## src/rtl/xbus_pkg.sv

```systemverilog
package xbus_pkg;
    typedef enum logic [1:0] {
        XB_IDLE = 2'd0,
        XB_ADDR = 2'd1,
        XB_STRB = 2'd2,
        XB_HELD = 2'd3
    } xb_state_e;
endpackage

```

## src/rtl/xbus_sync2.sv

```systemverilog
module xbus_sync2 #(
    parameter int STAGES = 2
) (
    input  logic clk,
    input  logic d_i,
    output logic q_o
);
    logic [STAGES-1:0] chain_q;

    // No reset: the suspend path must work while the controller is in reset.
    generate
        if (STAGES == 1) begin : g_single
            always_ff @(posedge clk) chain_q <= d_i;
        end else begin : g_chain
            always_ff @(posedge clk) chain_q <= {chain_q[STAGES-2:0], d_i};
        end
    endgenerate

    assign q_o = chain_q[STAGES-1];
endmodule

```

## src/rtl/xbus_wait_cnt.sv

```systemverilog
module xbus_wait_cnt #(
    parameter int WAIT_W = 4
) (
    input  logic              clk,
    input  logic              rst_n,
    input  logic              load_i,
    input  logic [WAIT_W-1:0] load_val_i,
    input  logic              dec_i,
    output logic              zero_o
);
    logic [WAIT_W-1:0] cnt_q;

    always_ff @(posedge clk or negedge rst_n) begin
        if (!rst_n) begin
            cnt_q <= '0;
        end else if (load_i) begin
            cnt_q <= load_val_i;
        end else if (dec_i && cnt_q != '0) begin
            cnt_q <= cnt_q - 1'b1;
        end
    end

    assign zero_o = (cnt_q == '0);


    load_take_chk: assert property (@(posedge clk) disable iff (!rst_n)
        load_i |=> (cnt_q == $past(load_val_i)));
endmodule

```

## src/rtl/xbus_suspend_ctl.sv

```systemverilog
module xbus_suspend_ctl
    import xbus_pkg::*;
#(
    parameter int ADDR_W = 16,
    parameter int DATA_W = 16,
    parameter int SEL_N  = 4,
    parameter int WAIT_W = 4,
    parameter int SYNC_STAGES = 2,
    localparam int SEL_W = (SEL_N > 1) ? $clog2(SEL_N) : 1
) (
    input  logic              clk,
    input  logic              rst_n,
    input  logic              susp_async_i,
    input  logic              req_i,
    input  logic              req_we_i,
    input  logic [ADDR_W-1:0] req_addr_i,
    input  logic [SEL_W-1:0]  req_sel_i,
    input  logic [DATA_W-1:0] req_wdata_i,
    input  logic [WAIT_W-1:0] wait_cfg_i,
    input  logic              ack_i,
    input  logic [DATA_W-1:0] bus_rdata_i,
    output logic              halt_o,
    output logic              done_o,
    output logic [DATA_W-1:0] rdata_o,
    output logic              bus_oe_o,
    output logic              bus_data_oe_o,
    output logic [ADDR_W-1:0] bus_addr_o,
    output logic [DATA_W-1:0] bus_wdata_o,
    output logic [SEL_N-1:0]  bus_sel_n_o,
    output logic              bus_rd_n_o,
    output logic              bus_wr_n_o
);
    xb_state_e         state_q, state_d;
    logic              susp_s;
    logic              float_q;
    logic              cnt_zero;
    logic              cnt_load;
    logic              cnt_dec;
    logic              finish;
    logic              accept;
    logic              we_q;
    logic [ADDR_W-1:0] addr_q;
    logic [SEL_W-1:0]  sel_q;
    logic [DATA_W-1:0] wd_q;
    logic [DATA_W-1:0] rdata_q;
    logic              done_q;
    logic [SEL_N-1:0]  sel_hot;

    xbus_sync2 #(.STAGES(SYNC_STAGES)) u_sync (
        .clk (clk),
        .d_i (susp_async_i),
        .q_o (susp_s)
    );

    // The float register is kept out of reset so that suspend still floats the bus during reset.
    always_ff @(posedge clk) float_q <= susp_s;

    assign cnt_load = (state_q == XB_ADDR) && !susp_s;
    assign cnt_dec  = (state_q == XB_STRB) && !susp_s;
    assign finish   = (state_q == XB_STRB) && !susp_s && cnt_zero && ack_i;
    assign accept   = (state_q == XB_IDLE) && req_i;

    xbus_wait_cnt #(.WAIT_W(WAIT_W)) u_wait (
        .clk        (clk),
        .rst_n      (rst_n),
        .load_i     (cnt_load),
        .load_val_i (wait_cfg_i),
        .dec_i      (cnt_dec),
        .zero_o     (cnt_zero)
    );

    always_ff @(posedge clk or negedge rst_n) begin
        if (!rst_n) state_q <= XB_IDLE;
        else        state_q <= state_d;
    end

    always_comb begin
        state_d = state_q;
        unique case (state_q)
            XB_IDLE: if (req_i) state_d = susp_s ? XB_HELD : XB_ADDR; // defer / accept
            XB_ADDR: state_d = susp_s ? XB_HELD : XB_STRB;            // stall / strobe
            XB_STRB: begin
                if (susp_s)      state_d = XB_HELD;                  // stall
                else if (finish) state_d = XB_IDLE;                  // finish
            end
            XB_HELD: if (!susp_s) state_d = XB_ADDR;                 // resume
            default: state_d = XB_IDLE;
        endcase
    end

    always_ff @(posedge clk or negedge rst_n) begin
        if (!rst_n) begin
            we_q    <= 1'b0;
            addr_q  <= '0;
            sel_q   <= '0;
            wd_q    <= '0;
            rdata_q <= '0;
            done_q  <= 1'b0;
        end else begin
            done_q <= finish;
            if (accept) begin
                we_q   <= req_we_i;
                addr_q <= req_addr_i;
                sel_q  <= req_sel_i;
                wd_q   <= req_wdata_i;
            end
            if (finish && !we_q) rdata_q <= bus_rdata_i;
        end
    end

    assign sel_hot = {{(SEL_N-1){1'b0}}, 1'b1} << sel_q;

    always_comb begin
        bus_oe_o      = !float_q;
        bus_data_oe_o = 1'b0;
        bus_sel_n_o   = '1;
        bus_rd_n_o    = 1'b1;
        bus_wr_n_o    = 1'b1;
        halt_o        = (state_q == XB_HELD);
        unique case (state_q)
            XB_ADDR: begin
                bus_sel_n_o   = ~sel_hot;
                bus_data_oe_o = we_q && !float_q;
            end
            XB_STRB: begin
                bus_sel_n_o   = ~sel_hot;
                bus_data_oe_o = we_q && !float_q;
                bus_rd_n_o    = we_q;
                bus_wr_n_o    = !we_q;
            end
            default: ;
        endcase
    end

    assign bus_addr_o  = addr_q;
    assign bus_wdata_o = wd_q;
    assign rdata_o     = rdata_q;
    assign done_o      = done_q;


    float_follow_chk: assert property (@(posedge clk) disable iff (!rst_n)
        $rose(susp_s) |=> !bus_oe_o);

    strobe_driven_chk: assert property (@(posedge clk) disable iff (!rst_n)
        (!bus_rd_n_o || !bus_wr_n_o) |-> bus_oe_o);

    held_no_done_chk: assert property (@(posedge clk) disable iff (!rst_n)
        halt_o |-> !done_o);

    resume_addr_chk: assert property (@(posedge clk) disable iff (!rst_n)
        $fell(halt_o) |-> (bus_rd_n_o && bus_wr_n_o && bus_oe_o));

    done_ack_chk: assert property (@(posedge clk) disable iff (!rst_n)
        done_o |-> $past(ack_i));
endmodule

```

## config.mk

```make
export PLATFORM = sky130hd
export DESIGN_NAME = xbus_suspend_ctl
export DESIGN_NICKNAME = d
export VERILOG_FILES = /design/src/rtl/xbus_pkg.sv /design/src/rtl/xbus_sync2.sv /design/src/rtl/xbus_wait_cnt.sv /design/src/rtl/xbus_suspend_ctl.sv
export SDC_FILE = /design/constraint.sdc
export NUM_CORES = 1
export LEC_CHECK = 0
export BUFFER_PORTS_ARGS = -buffer_cell sky130_fd_sc_hd__clkbuf_2
export CAP_MARGIN = 20
export CORE_ASPECT_RATIO = 0.75
export CORE_MARGIN = 3
export CORE_UTILIZATION = 38
export CTS_CLUSTER_DIAMETER = 120
export DETAILED_ROUTE_END_ITERATION = 8
export PLACE_DENSITY = 0.77
export SYNTH_ARGS = -nofsm -noshare
export SYNTH_HDL_FRONTEND = slang
export SYNTH_SLANG_ARGS = --single-unit
```

## constraint.sdc

```tcl
create_clock -name clk -period 2.8 [get_ports clk]
set_input_delay 0.42 -clock clk [delete_from_list [all_inputs] [get_ports clk]]
set_output_delay 0.42 -clock clk [all_outputs]
set_load 0.02 [all_outputs]
```

# Word-level counts from Yosys, hierarchy flattened
# Cells that the tools add are included.
[totals] register_bits=61 inputBits=60 output_inout_bits=58 word_cells=49
[classes] add_sub_neg=1 n_eq_ne=6 n_shift=1 n_mux=13 n_bitwise=1 n_reduce_logical=17
[ops] op="$mux 4" n=3
[ops] op="$mux 2" n=5
[ops] op="$logic_and 1x1->1" n=8
[ops] op="$pmux 2 s4" n=1
[ops] op="$eq 2x2->1 const B" n=2
[ops] op="$logic_not 4->1" n=1
[ops] op="$mux 1" n=4
[ops] op="$ne 2x2->1 const B" n=2
[ops] op="$not 4->4" n=1
[ops] op="$reduce_bool 4->1" n=1
[ops] op="$shl 1x2->4 const A" n=1
[ops] op="$sub 4x1->4 const B" n=1
[ops] op="$logic_not 1->1" n=3
[ops] op="$ne 3x2->1 const B" n=1
[ops] op="$reduce_and 3->1" n=1
[ops] op="$eq 2x1->1 const B" n=1
[ops] op="$logic_not 2->1" n=1
[ops] op="$reduce_bool 2->1" n=1
[ops] op="$reduce_or 2->1" n=1

# Logic depth before layout (Yosys ltp)
# Gate-level depths: netlist of the first run.
[depth] depth_word=7 mapped_depth=7 mapped_depth_nobuf=5

# By module
# From an unflattened synthesis of the first run, not the netlist that was laid out.
[unflattened] hier_cells=172 area_unflattened_um2=2532.4
[by_module_without_submodules] mod="xbus_suspend_ctl" n_inst=1 cells_each=143 area_each_um2=2222.1 seq_area_each_um2=1371.3
[by_module_without_submodules] mod="xbus_wait_cnt" n_inst=1 cells_each=27 area_each_um2=270.3 seq_area_each_um2=100.1
[by_module_without_submodules] mod="xbus_sync2" n_inst=1 cells_each=2 area_each_um2=40.0 seq_area_each_um2=40.0

# Least setup slack after synthesis of the first run
# No wires, ideal clock.
[synth_path] path_type="reg2reg" from="register state_q[0]" to="register rdata_q[10], in the netlist rdata_o[10]" setup_time_ns=0.125 arrival_ns=1.743 required_time_ns=2.675 setup_slack_ns=0.932 stages_incl_launch_ff=8 n_path_buf=2 period_less_slack_ns=1.868 cell_sequence="dfrtp_1 -> inv_1 -> ha_1 -> nand2b_1 -> buf_6 -> nor3_4 -> buf_6 -> mux2_2"
[synth_via] elab_chain_cells=5
[synth_lines] item="start: declaration" line="xbus_suspend_ctl.sv:33" rtl="xb_state_e state_q, state_d;"
[synth_lines] item="start signal: assignment" line="xbus_suspend_ctl.sv:74" rtl="else state_q <= state_d;"
[synth_lines] item="$eq 2x2->1" line="xbus_suspend_ctl.sv:60" rtl="assign finish = (state_q == XB_STRB) && !susp_s && cnt_zero && ack_i;"
[synth_lines] item="$logic_and 1x1->1 (3 in a row)" line="xbus_suspend_ctl.sv:60"
[synth_lines] item="$logic_and 1x1->1" line="xbus_suspend_ctl.sv:107" rtl="if (finish && !we_q) rdata_q <= bus_rdata_i;"
[synth_lines] item="end signal: assignment" line="xbus_suspend_ctl.sv:107"
[synth_lines] item="end: declaration" line="xbus_suspend_ctl.sv:45" rtl="logic [DATA_W-1:0] rdata_q;"
# Every way passes these cells.
# A chain may end at the register's enable or synchronous reset.

# Worst setup path after layout of the first run
[layout_path] from="register state_q[0]" to="register rdata_q[4], in the netlist rdata_o[4]"
# Same word-level chain as after synthesis.

==> results of run 1 <==
-- worst register-to-register path: cells and delay by family, from the launching register on --
family / cells / cell delay (ns)
mux: 1 / 0.43
simple gates: 2 / 0.97
flops: 1 / 0.42
fa+ha+maj: 1 / 0.29
buf+inv: 1 / 0.14
-- placed cells by master (no fill, tap or decap), types with 2 or more instances in the layout --
cell type | synthesis | final
clkinv_4 | 0 | 2
a31oi_1 | 3 | 3
clkbuf_2 | 0 | 117
clkinv_2 | 0 | 2
buf_4 | 0 | 3
dfxtp_1 | 3 | 3
o21ai_0 | 3 | 3
nand3b_1 | 2 | 2
clkinvlp_4 | 0 | 2
mux2_2 | 51 | 51
inv_1 | 6 | 6
clkbuf_8 | 0 | 9
nor2_1 | 5 | 5
nand2b_1 | 4 | 4
ha_1 | 6 | 6
dfrtp_1 | 58 | 58
or3_1 | 3 | 3
nand2_1 | 4 | 4
-- power groups by stage --
stage	Combinational, W	Sequential [W]	Clock (W)
after global routing	0.00176	0.00153	0.000744
after global placement	0.00160	0.00147	0
after detailed placement	0.00165	0.00149	0
after CTS	0.00165	0.00148	0.000706
final	0.00162	0.00148	0.000680
after floorplan	0.000738	0.00182	0
-- layer usage --
layer / track usage / routed length [µm] / part of all wire
met5: 0 / 0 / 0
met4: 0.04172 / 23 / 0.0041
met3: 0.08051 / 711 / 0.13
met2: 0.2310 / 2570 / 0.46
met1: 0.1864 / 2316 / 0.41
-- final timing paths --
path	from	to	cells after the start
hold reg to reg	u_sync.chain_q[0]	u_sync.chain_q[1]	0
setup / recovery	state_q[0]	rdata_o[4]	5
max in group asynchronous	rst_n	rdata_o[3]	2
setup reg to reg	state_q[0]	rdata_o[4]	5
hold / removal	rst_n	sel_q[1]	2
min in group clk	susp_async_i	u_sync.chain_q[0]	1
-- kinds of logic after synthesis --
logic type	after synthesis
DFF	61
muxes	52
and+or+nand+nor	30
AOI/OAI and AO/OA	13
buffers and inverters	11
adders and majority gates	6
-- sequential cells by signal, summed over array words and instances (netlist names) --
signal          flops
bus_addr_o         16
u_wait.cnt_q        4
we_q                1
float_q             1
sel_q               2
done_o              1
bus_wdata_o        16
rdata_o            16
u_sync.chain_q      2
state_q             2
-- metrics by stage --
stage | hold slack, ns | util | power (W) | area (µm²) | setup slack [ns]
6_report | 0.07628 | 0.5300 | 0.003789 | 3366 | 0.4432
5_1_grt | 0.1002 | 0.5300 | 0.004037 | 3366 | 0.2870
4_1_cts | 0.07119 | 0.5300 | 0.003841 | 3366 | 0.4346
3_5_place_dp | 0.3171 | 0.5025 | 0.003138 | 3191 | 0.4425
3_3_place_gp | 0.3145 | 0.5025 | 0.003069 | 3191 | 0.5974
2_1_floorplan | 0.1244 | - | 0.002561 | 2519 | 0.9320
-- area by class of cell --
type | count | area, µm² | share of cell area
inverters | 6 | 22.52 | 0.006691
flip-flops and latches | 61 | 1511 | 0.4491
clock buffers | 9 | 123.9 | 0.03680
well taps | 81 | 101.3 | 0.03011
repair buffers | 120 | 608.1 | 0.1807
multi-input cells | 101 | 947.2 | 0.2814
clock inverters | 7 | 51.30 | 0.01524
==> run summary, run 1 <==
Vias - 1841
Post-CTS Setup Bufs - 0
Hold Path Class - in2async
Remaining Overflow, GRT - 0
Layout Skew - 0.01035 ns
port bufs - 117
Adder-Cell Fraction of Synth Area - 0.02981
Post-Synth XOR/XNOR Area - 0
Starting DRT DRC Count - 59
Final min period - 2.357 ns
DIE HEIGHT - 76.51 µm
die width - 100.0 µm
number of warnings issued by yosys - 0
H-tree Lvls - 3
VDD IR max - 0.6802 mV
non-filler instance count after layout - 385
Crit. End Element - flip-flop
simple-gate share of the synthesized area - 0.07849
Power Density - 1126 mW/mm²
Final Cycle Share - 0.8417
CP Launch Type - flip-flop
fill count - 564
EDFF count, synth - 0
Slew HR - 0.4960
status - finished clean
sw power - 0.001519 W
Skew-Pair Late Insertion Delay - 0.33 ns
Synth async-reset ratio - 0.9508
max cap viols - 0
Synth area leaders - dfrtp_1 (58%), mux2_2 (23%), ha_1 (3.0%)
critical path arrival - 2.57 ns
Gate power share - 0.429
CP max stage cell - nor3_4
setup_tns - 0 ns
Initial Util - 0.3967
dpl hpwl - 4172 µm
Seq/Total Area, Yosys - 0.6001
TritonCTS clock tree - done
Ports - 118
row count - 25
Core Area - 0.006350 mm²
largest family of logic cells by synthesized area - multiplexers
CP max FO - 16
slowest stage delay, CP - 0.70 ns
Longest Clk Path Bufs - 2
buffer and inverter count on the worst path - 1
Worst-path clk slew - 0.08 ns
cell taking the most area after synthesis - dfrtp_1
most frequent cell after synthesis - dfrtp_1
count of final setup violators - 0
Peak Freq - 0.4243 GHz
initial antenna violation count - 0
Leak - 1.752 nW
share of cells above drive strength 1 - 0.6217
largest net degree at the start of global routing - 36
Routability Congestion - 0.7989
vias per cell - 4.782
synth cell count leaders - dfrtp_1 (58), mux2_2 (51), ha_1 (6), inv_1 (6), nor2_1 (5)
die area - 0.007651 mm²
Primary FF master, synth - dfrtp_1
post-CTS sizing - 0
CTS Sinks - 61
Avg WL per Cell - 14.61 µm
CP required - 3.01 ns
sequential power share - 0.392
Power Internal - 0.002270 W
DRC - 0
Synth Register Bits - 61
Mapped Area - 0.002519 mm²
complex-gate fraction of the synthesized area - 0.03577
CTS Buf Count - 9
switching part of the total - 0.4009
Mean Syn Cell Area - 14.56 µm²
clock share of power - 0.179
Nets - 365
Netlist cell types - 34
critical path class - reg2reg
clock root buffer - clkbuf_8
GRT Total Usage - 0.1510
worst path cell trace - inv_1, ha_1, nand2b_1, nor3_4, mux2_2
Routed WL - 5623 µm
post-route ant nets - 0
Synthesized Nets - 239
Layout area overhead - 33.63%
post-synthesis mux area share - 0.2320
endpoints failing hold - 0
fin. max-slew vios - 0
Placed Cells - 369
diodes inserted - 0
Post-Synthesis Cells - 173
vias in the first global route - 1932
Largest delay share family, worst path - simple AND/OR/NAND/NOR gates
Worst-Margin Slew - 0.7535 ns
Pre-antenna DRT Iters - 4
unrepaired setup endpoints after global routing - false
Worst R2R Setup Slack - 0.44 ns
CTS Hold Buffers Added - 0
first-pass GRT wire length - 9149 µm
Yosys top cell area share - 0.5763
(Power assumes the default switching activity.)
==> inputs of run 2 (changes only) <==
Settings changed: ABC_AREA from default to 1.
Clock period 2.8 ns to 2.2 ns, I/O delays scaled along.
==> run 2 against run 1 <==
Against the previous run: clock skew down 0.0055 ns; flip-flop and latch count unchanged; synthesized area up 2.2%; register-to-register slack better by 0.07 ns; via count increased by 13%; largest power group unchanged.
==> run summary, run 2 <==
Longest Clk Path Bufs - 2
endpoints failing hold - 0
diodes inserted - 0
Vias - 2075
CP Launch Type - flip-flop
number of warnings issued by yosys - 0
Starting DRT DRC Count - 40
die width - 101.1 µm
fin. max-slew vios - 0
dpl hpwl - 4414 µm
Worst R2R Setup Slack - 0.51 ns
Synthesized Nets - 298
Nets - 423
share of cells above drive strength 1 - 0.4820
final worst setup slack - 0.2849 ns
Avg WL per Cell - 13.37 µm
most common cell after layout, fill and taps aside - clkbuf_2
clock share of power - 0.189
CP max FO - 5
post-route ant nets - 0
largest net degree at the start of global routing - 39
Hold WS - 0.1079 ns
sequential power share - 0.363
Remaining Overflow, GRT - 0
Layout area overhead - 33.82%
count of final setup violators - 0
hold path endpoint - u_sync.chain_q[0]
switching part of the total - 0.4109
Pre-antenna DRT Iters - 4
die area - 0.007810 mm²
dpl ws - 0.5047 ns
TritonCTS clock tree - done
hold path depth - 1
Skew-Pair Late Insertion Delay - 0.33 ns
critical path class - reg2out
Slew HR - 0.6186
vias in the first global route - 2048
simple-gate share of the synthesized area - 0.1749
Power Internal - 0.003123 W
CTS Buf Count - 9
Initial Util - 0.3996
Final min period - 1.915 ns
Layout Skew - 0.004891 ns
Worst-Margin Slew - 0.5686 ns
Leak - 1.915 nW
Primary FF master, synth - dfrtp_1
Gate power share - 0.448
Netlist cell types - 20
GRT Total Usage - 0.1549
fin area - 0.003446 mm²
post-synthesis mux area share - 0.1399
max cap viols - 0
Mapped Area - 0.002575 mm²
Hold Path Class - in2reg
initial antenna violation count - 0
commonest cells after routing, fill and taps aside - clkbuf_2 (117), nand2_1 (60), dfrtp_1 (58)
row count - 25
Routed WL - 5908 µm
DRC - 0
Peak Freq - 0.5222 GHz
Synth async-reset ratio - 0.9508
largest family of logic cells by synthesized area - simple AND/OR/NAND/NOR gates
Post-CTS Setup Bufs - 0
Synth Register Bits - 61
setup_tns - 0 ns
clock root buffer - clkbuf_8
Routability Congestion - 0.7576
met1 usage - 0.1831
Area after DPL - 0.003237 mm²
Adder-Cell Fraction of Synth Area - 0.02915
DIE HEIGHT - 77.29 µm
VDD IR max - 0.6187 mV
met3 global-route usage - 0.06364
Power Density - 1538 mW/mm²
H-tree Lvls - 3
sw power - 0.002178 W
Post-Synthesis Cells - 232
port bufs - 117
most used routing layer - met2
Yosys top cell area share - 0.5637
unrepaired setup endpoints after global routing - false
status - finished clean
M2 GR Usage - 0.2539
vias per cell - 4.695
complex-gate fraction of the synthesized area - 0.02235
Post-Synth XOR/XNOR Area - 0
first-pass GRT wire length - 9591 µm
Final Cycle Share - 0.8705
Ports - 118
Seq/Total Area, Yosys - 0.5870
HP Start - susp_async_i
CTS Sinks - 61
Critical R2R Launch - state_q[0]
Mean Syn Cell Area - 11.10 µm²
EDFF count, synth - 0
Synth area leaders - dfrtp_1 (56%), mux2_2 (14%), nand2_1 (8.7%)
cell taking the most area after synthesis - dfrtp_1
Reg2Reg Depth - 7
critical path arrival - 1.59 ns
capture point of the worst reg-to-reg path - rdata_o[9]
most frequent cell after synthesis - nand2_1
CP required - 1.87 ns
synth cell count leaders - nand2_1 (60), dfrtp_1 (58), mux2_2 (32), nand3_1 (26), inv_1 (13)
Crit. End Element - primary output
Worst-path clk slew - 0.07 ns
Core Area - 0.006444 mm²
[run 2: repair_timing]
item                                   4_1_cts  5_1_grt
hold buffers                                 1        0
endpoints found under the hold margin        4        0
resized for setup                            0        0
[run 2: power groups by stage]
stage | Sequential [W] | Clock [W] | Combinational [W]
finish | 0.00193 | 0.00100 | 0.00237
global route | 0.00198 | 0.00109 | 0.00261
CTS | 0.00193 | 0.00105 | 0.00242
detailed placement | 0.00194 | 0 | 0.00241
global placement | 0.00192 | 0 | 0.00234
floorplan | 0.00243 | 0 | 0.00110
[run 2: worst max-delay path, stage by stage (launching register included)]
cell,delay [ns]
dfrtp_1,0.42
inv_1,0.10
ha_1,0.37
nand2_1,0.07
nor2_1,0.11
clkbuf_2,0.18
[run 2: cells by family after synthesis]
| kind of cell | count (synthesis) |
|---|---|
| AND/OR/NAND/NOR | 99 |
| flip-flops | 61 |
| multiplexers | 32 |
| buffers and inverters | 23 |
| AO/OA/AOI/OAI | 11 |
| adder cells (fa/ha/maj) | 6 |
[run 2: how the worst max path moves through the flow]
| stage | startpoint | end | slack, ns | cells past startpoint |
|---|---|---|---|---|
| final | state_q[1] | bus_data_oe_o | 0.28 | 5 |
| after detailed placement | state_q[0] | rdata_o[9] | 0.50 | 7 |
| after global placement | state_q[0] | rdata_o[0] | 0.60 | 7 |
| after CTS | state_q[0] | bus_data_oe_o | 0.23 | 5 |
| after floorplan | state_q[0] | bus_addr_o[10] | 0.66 | 6 |
| after global routing | state_q[1] | bus_data_oe_o | 0.15 | 5 |
[run 2: final cells by class]
cell class	count	area (µm²)
flip-flops and latches	61	1511
inverters	16	60.06
repair buffers	121	630.6
multi-input cells	148	943.4
clock buffers	11	151.4
fillers	588	2998
clock inverters	4	47.55
well taps	81	101.3
[run 2: layer usage]
| metal | wire length [µm] | vias to the layer above |
|---|---|---|
| li1 | - | 1007 |
| met1 | 2468 | 987 |
| met2 | 2898 | 76 |
| met3 | 499 | 5 |
| met4 | 42 | 0 |
| met5 | 0 | - |
[run 2: through the flow]
stage          std cells    util  power (W)
2_1_floorplan        232       -   0.003535
3_3_place_gp         426  0.5023   0.004258
3_5_place_dp         426  0.5023   0.004350
4_1_cts              442  0.5348   0.005392
5_1_grt              442  0.5348   0.005680
6_report             442  0.5348   0.005301
==> inputs of run 3 (changes only) <==
Settings changed: PLACE_DENSITY 0.77 to 0.69.
==> run 3 against run 2 <==
Against the previous run: wire length is 5.0% lower; global-route usage barely moved; design area decreased by 0.51%; first-iteration DRC count is 33% higher; largest power group unchanged; critical endpoint unchanged; worst hold slack lost 0.0093 ns.
==> run summary, run 3 (synthesized netlist as in run 2, its figures left out) <==
commonest cells after routing, fill and taps aside - clkbuf_2 (117), nand2_1 (60), dfrtp_1 (58)
largest net degree at the start of global routing - 59
critical path class - reg2out
Worst-path clk slew - 0.06 ns
Ports - 118
switching part of the total - 0.4076
status - finished clean
critical path arrival - 1.57 ns
Gate power share - 0.450
die width - 101.1 µm
Pre-antenna DRT Iters - 4
Routability Congestion - 0.8013
die area - 0.007810 mm²
clock share of power - 0.187
Final Cycle Share - 0.8623
vias per cell - 4.677
sequential power share - 0.363
Core Area - 0.006444 mm²
Nets - 421
Layout Skew - 0.004638 ns
Remaining Overflow, GRT - 0
fill count - 600
Layout area overhead - 33.14%
Power Internal - 0.003122 W
non-filler instance count after layout - 440
initial antenna violation count - 0
VDD IR max - 0.6545 mV
TritonCTS clock tree - done
Starting DRT DRC Count - 53
CTS Hold Buffers Added - 0
row count - 25
max cap viols - 0
Hold WS - 0.09852 ns
CP max FO - 5
sw power - 0.002148 W
CP Launch Type - flip-flop
dpl hpwl - 4102 µm
Initial Util - 0.3996
DIE HEIGHT - 77.29 µm
Power Density - 1537 mW/mm²
Worst-Margin Slew - 0.7295 ns
DRC - 0
first-pass GRT wire length - 9432 µm
Leak - 1.906 nW
share of cells above drive strength 1 - 0.4819
Peak Freq - 0.5271 GHz
Vias - 2058
Skew-Pair Late Insertion Delay - 0.33 ns
unrepaired setup endpoints after global routing - false
fin. max-slew vios - 0
Placed Cells - 425
Final min period - 1.897 ns
post-route ant nets - 0
count of final setup violators - 0
vias in the first global route - 1977
Avg WL per Cell - 12.76 µm
H-tree Lvls - 3
CTS Sinks - 61
Post-CTS Setup Bufs - 0
Longest Clk Path Bufs - 2
Slew HR - 0.5137
Final Core Density - 0.5320
GRT Total Usage - 0.1549
diodes inserted - 0
most common cell after layout, fill and taps aside - clkbuf_2
Hold Path Class - in2reg
port bufs - 117
Crit. End Element - primary output
CTS Buf Count - 9
post-CTS sizing - 0
clock root buffer - clkbuf_8
Routed WL - 5615 µm
endpoints failing hold - 0
CP required - 1.87 ns
setup_tns - 0 ns
==> run 3: critical path, stage by stage (launching register included) <==
cell and delay [ns]:
dfrtp_1 0.40, inv_1 0.11, ha_1 0.39, nand2_1 0.07
nor2_1 0.09, clkbuf_2 0.17
==> run 3: cell type report <==
type	count	area [µm²]	area share
Sequential cell	61	1511	0.4409
Multi-Input combinational cell	148	943.4	0.2752
Timing Repair Buffer	119	613.1	0.1788
Clock buffer	11	151.4	0.04416
Tap cell	81	101.3	0.02956
Inverter	16	60.06	0.01752
Clock inverter	4	47.55	0.01387
==> run 3: metal layers <==
metal | wire length, µm | GRT usage
met1 | 2359 | 0.1918
met5 | 0 | 0
met3 | 481 | 0.06364
met4 | 78 | 0.04914
met2 | 2694 | 0.2454
==> run 3: power by group through the flow <==
stage               Combinational [W]  Sequential [W]  Clock [W]
CTS                           0.00241         0.00192    0.00103
detailed placement            0.00241         0.00193          0
global route                  0.00261         0.00199    0.00110
floorplan                     0.00110         0.00243          0
global placement              0.00234         0.00192          0
finish                        0.00237         0.00191   0.000984
==> run 3: worst paths after layout <==
kind,end,start,cells past startpoint,slack [ns]
setup reg to reg,rdata_o[13],state_q[0],7,0.43
max in group asynchronous,bus_addr_o[9],rst_n,2,1.58
hold reg to reg,u_sync.chain_q[1],u_sync.chain_q[0],0,0.33
min in group asynchronous,u_wait.cnt_q[2],rst_n,2,0.14
setup / recovery,bus_data_oe_o,state_q[0],5,0.30
hold / removal,u_sync.chain_q[0],susp_async_i,1,0.1
==> run 3: per-stage QoR <==
step	total power [W]	worst slack [ns]	area, µm²
after global placement	0.004263	0.4904	3229
after detailed placement	0.004341	0.4255	3229
after global routing	0.005695	0.1283	3428
final	0.005269	0.3030	3428
after floorplan	0.003535	0.6609	2575
after CTS	0.005354	0.2692	3428
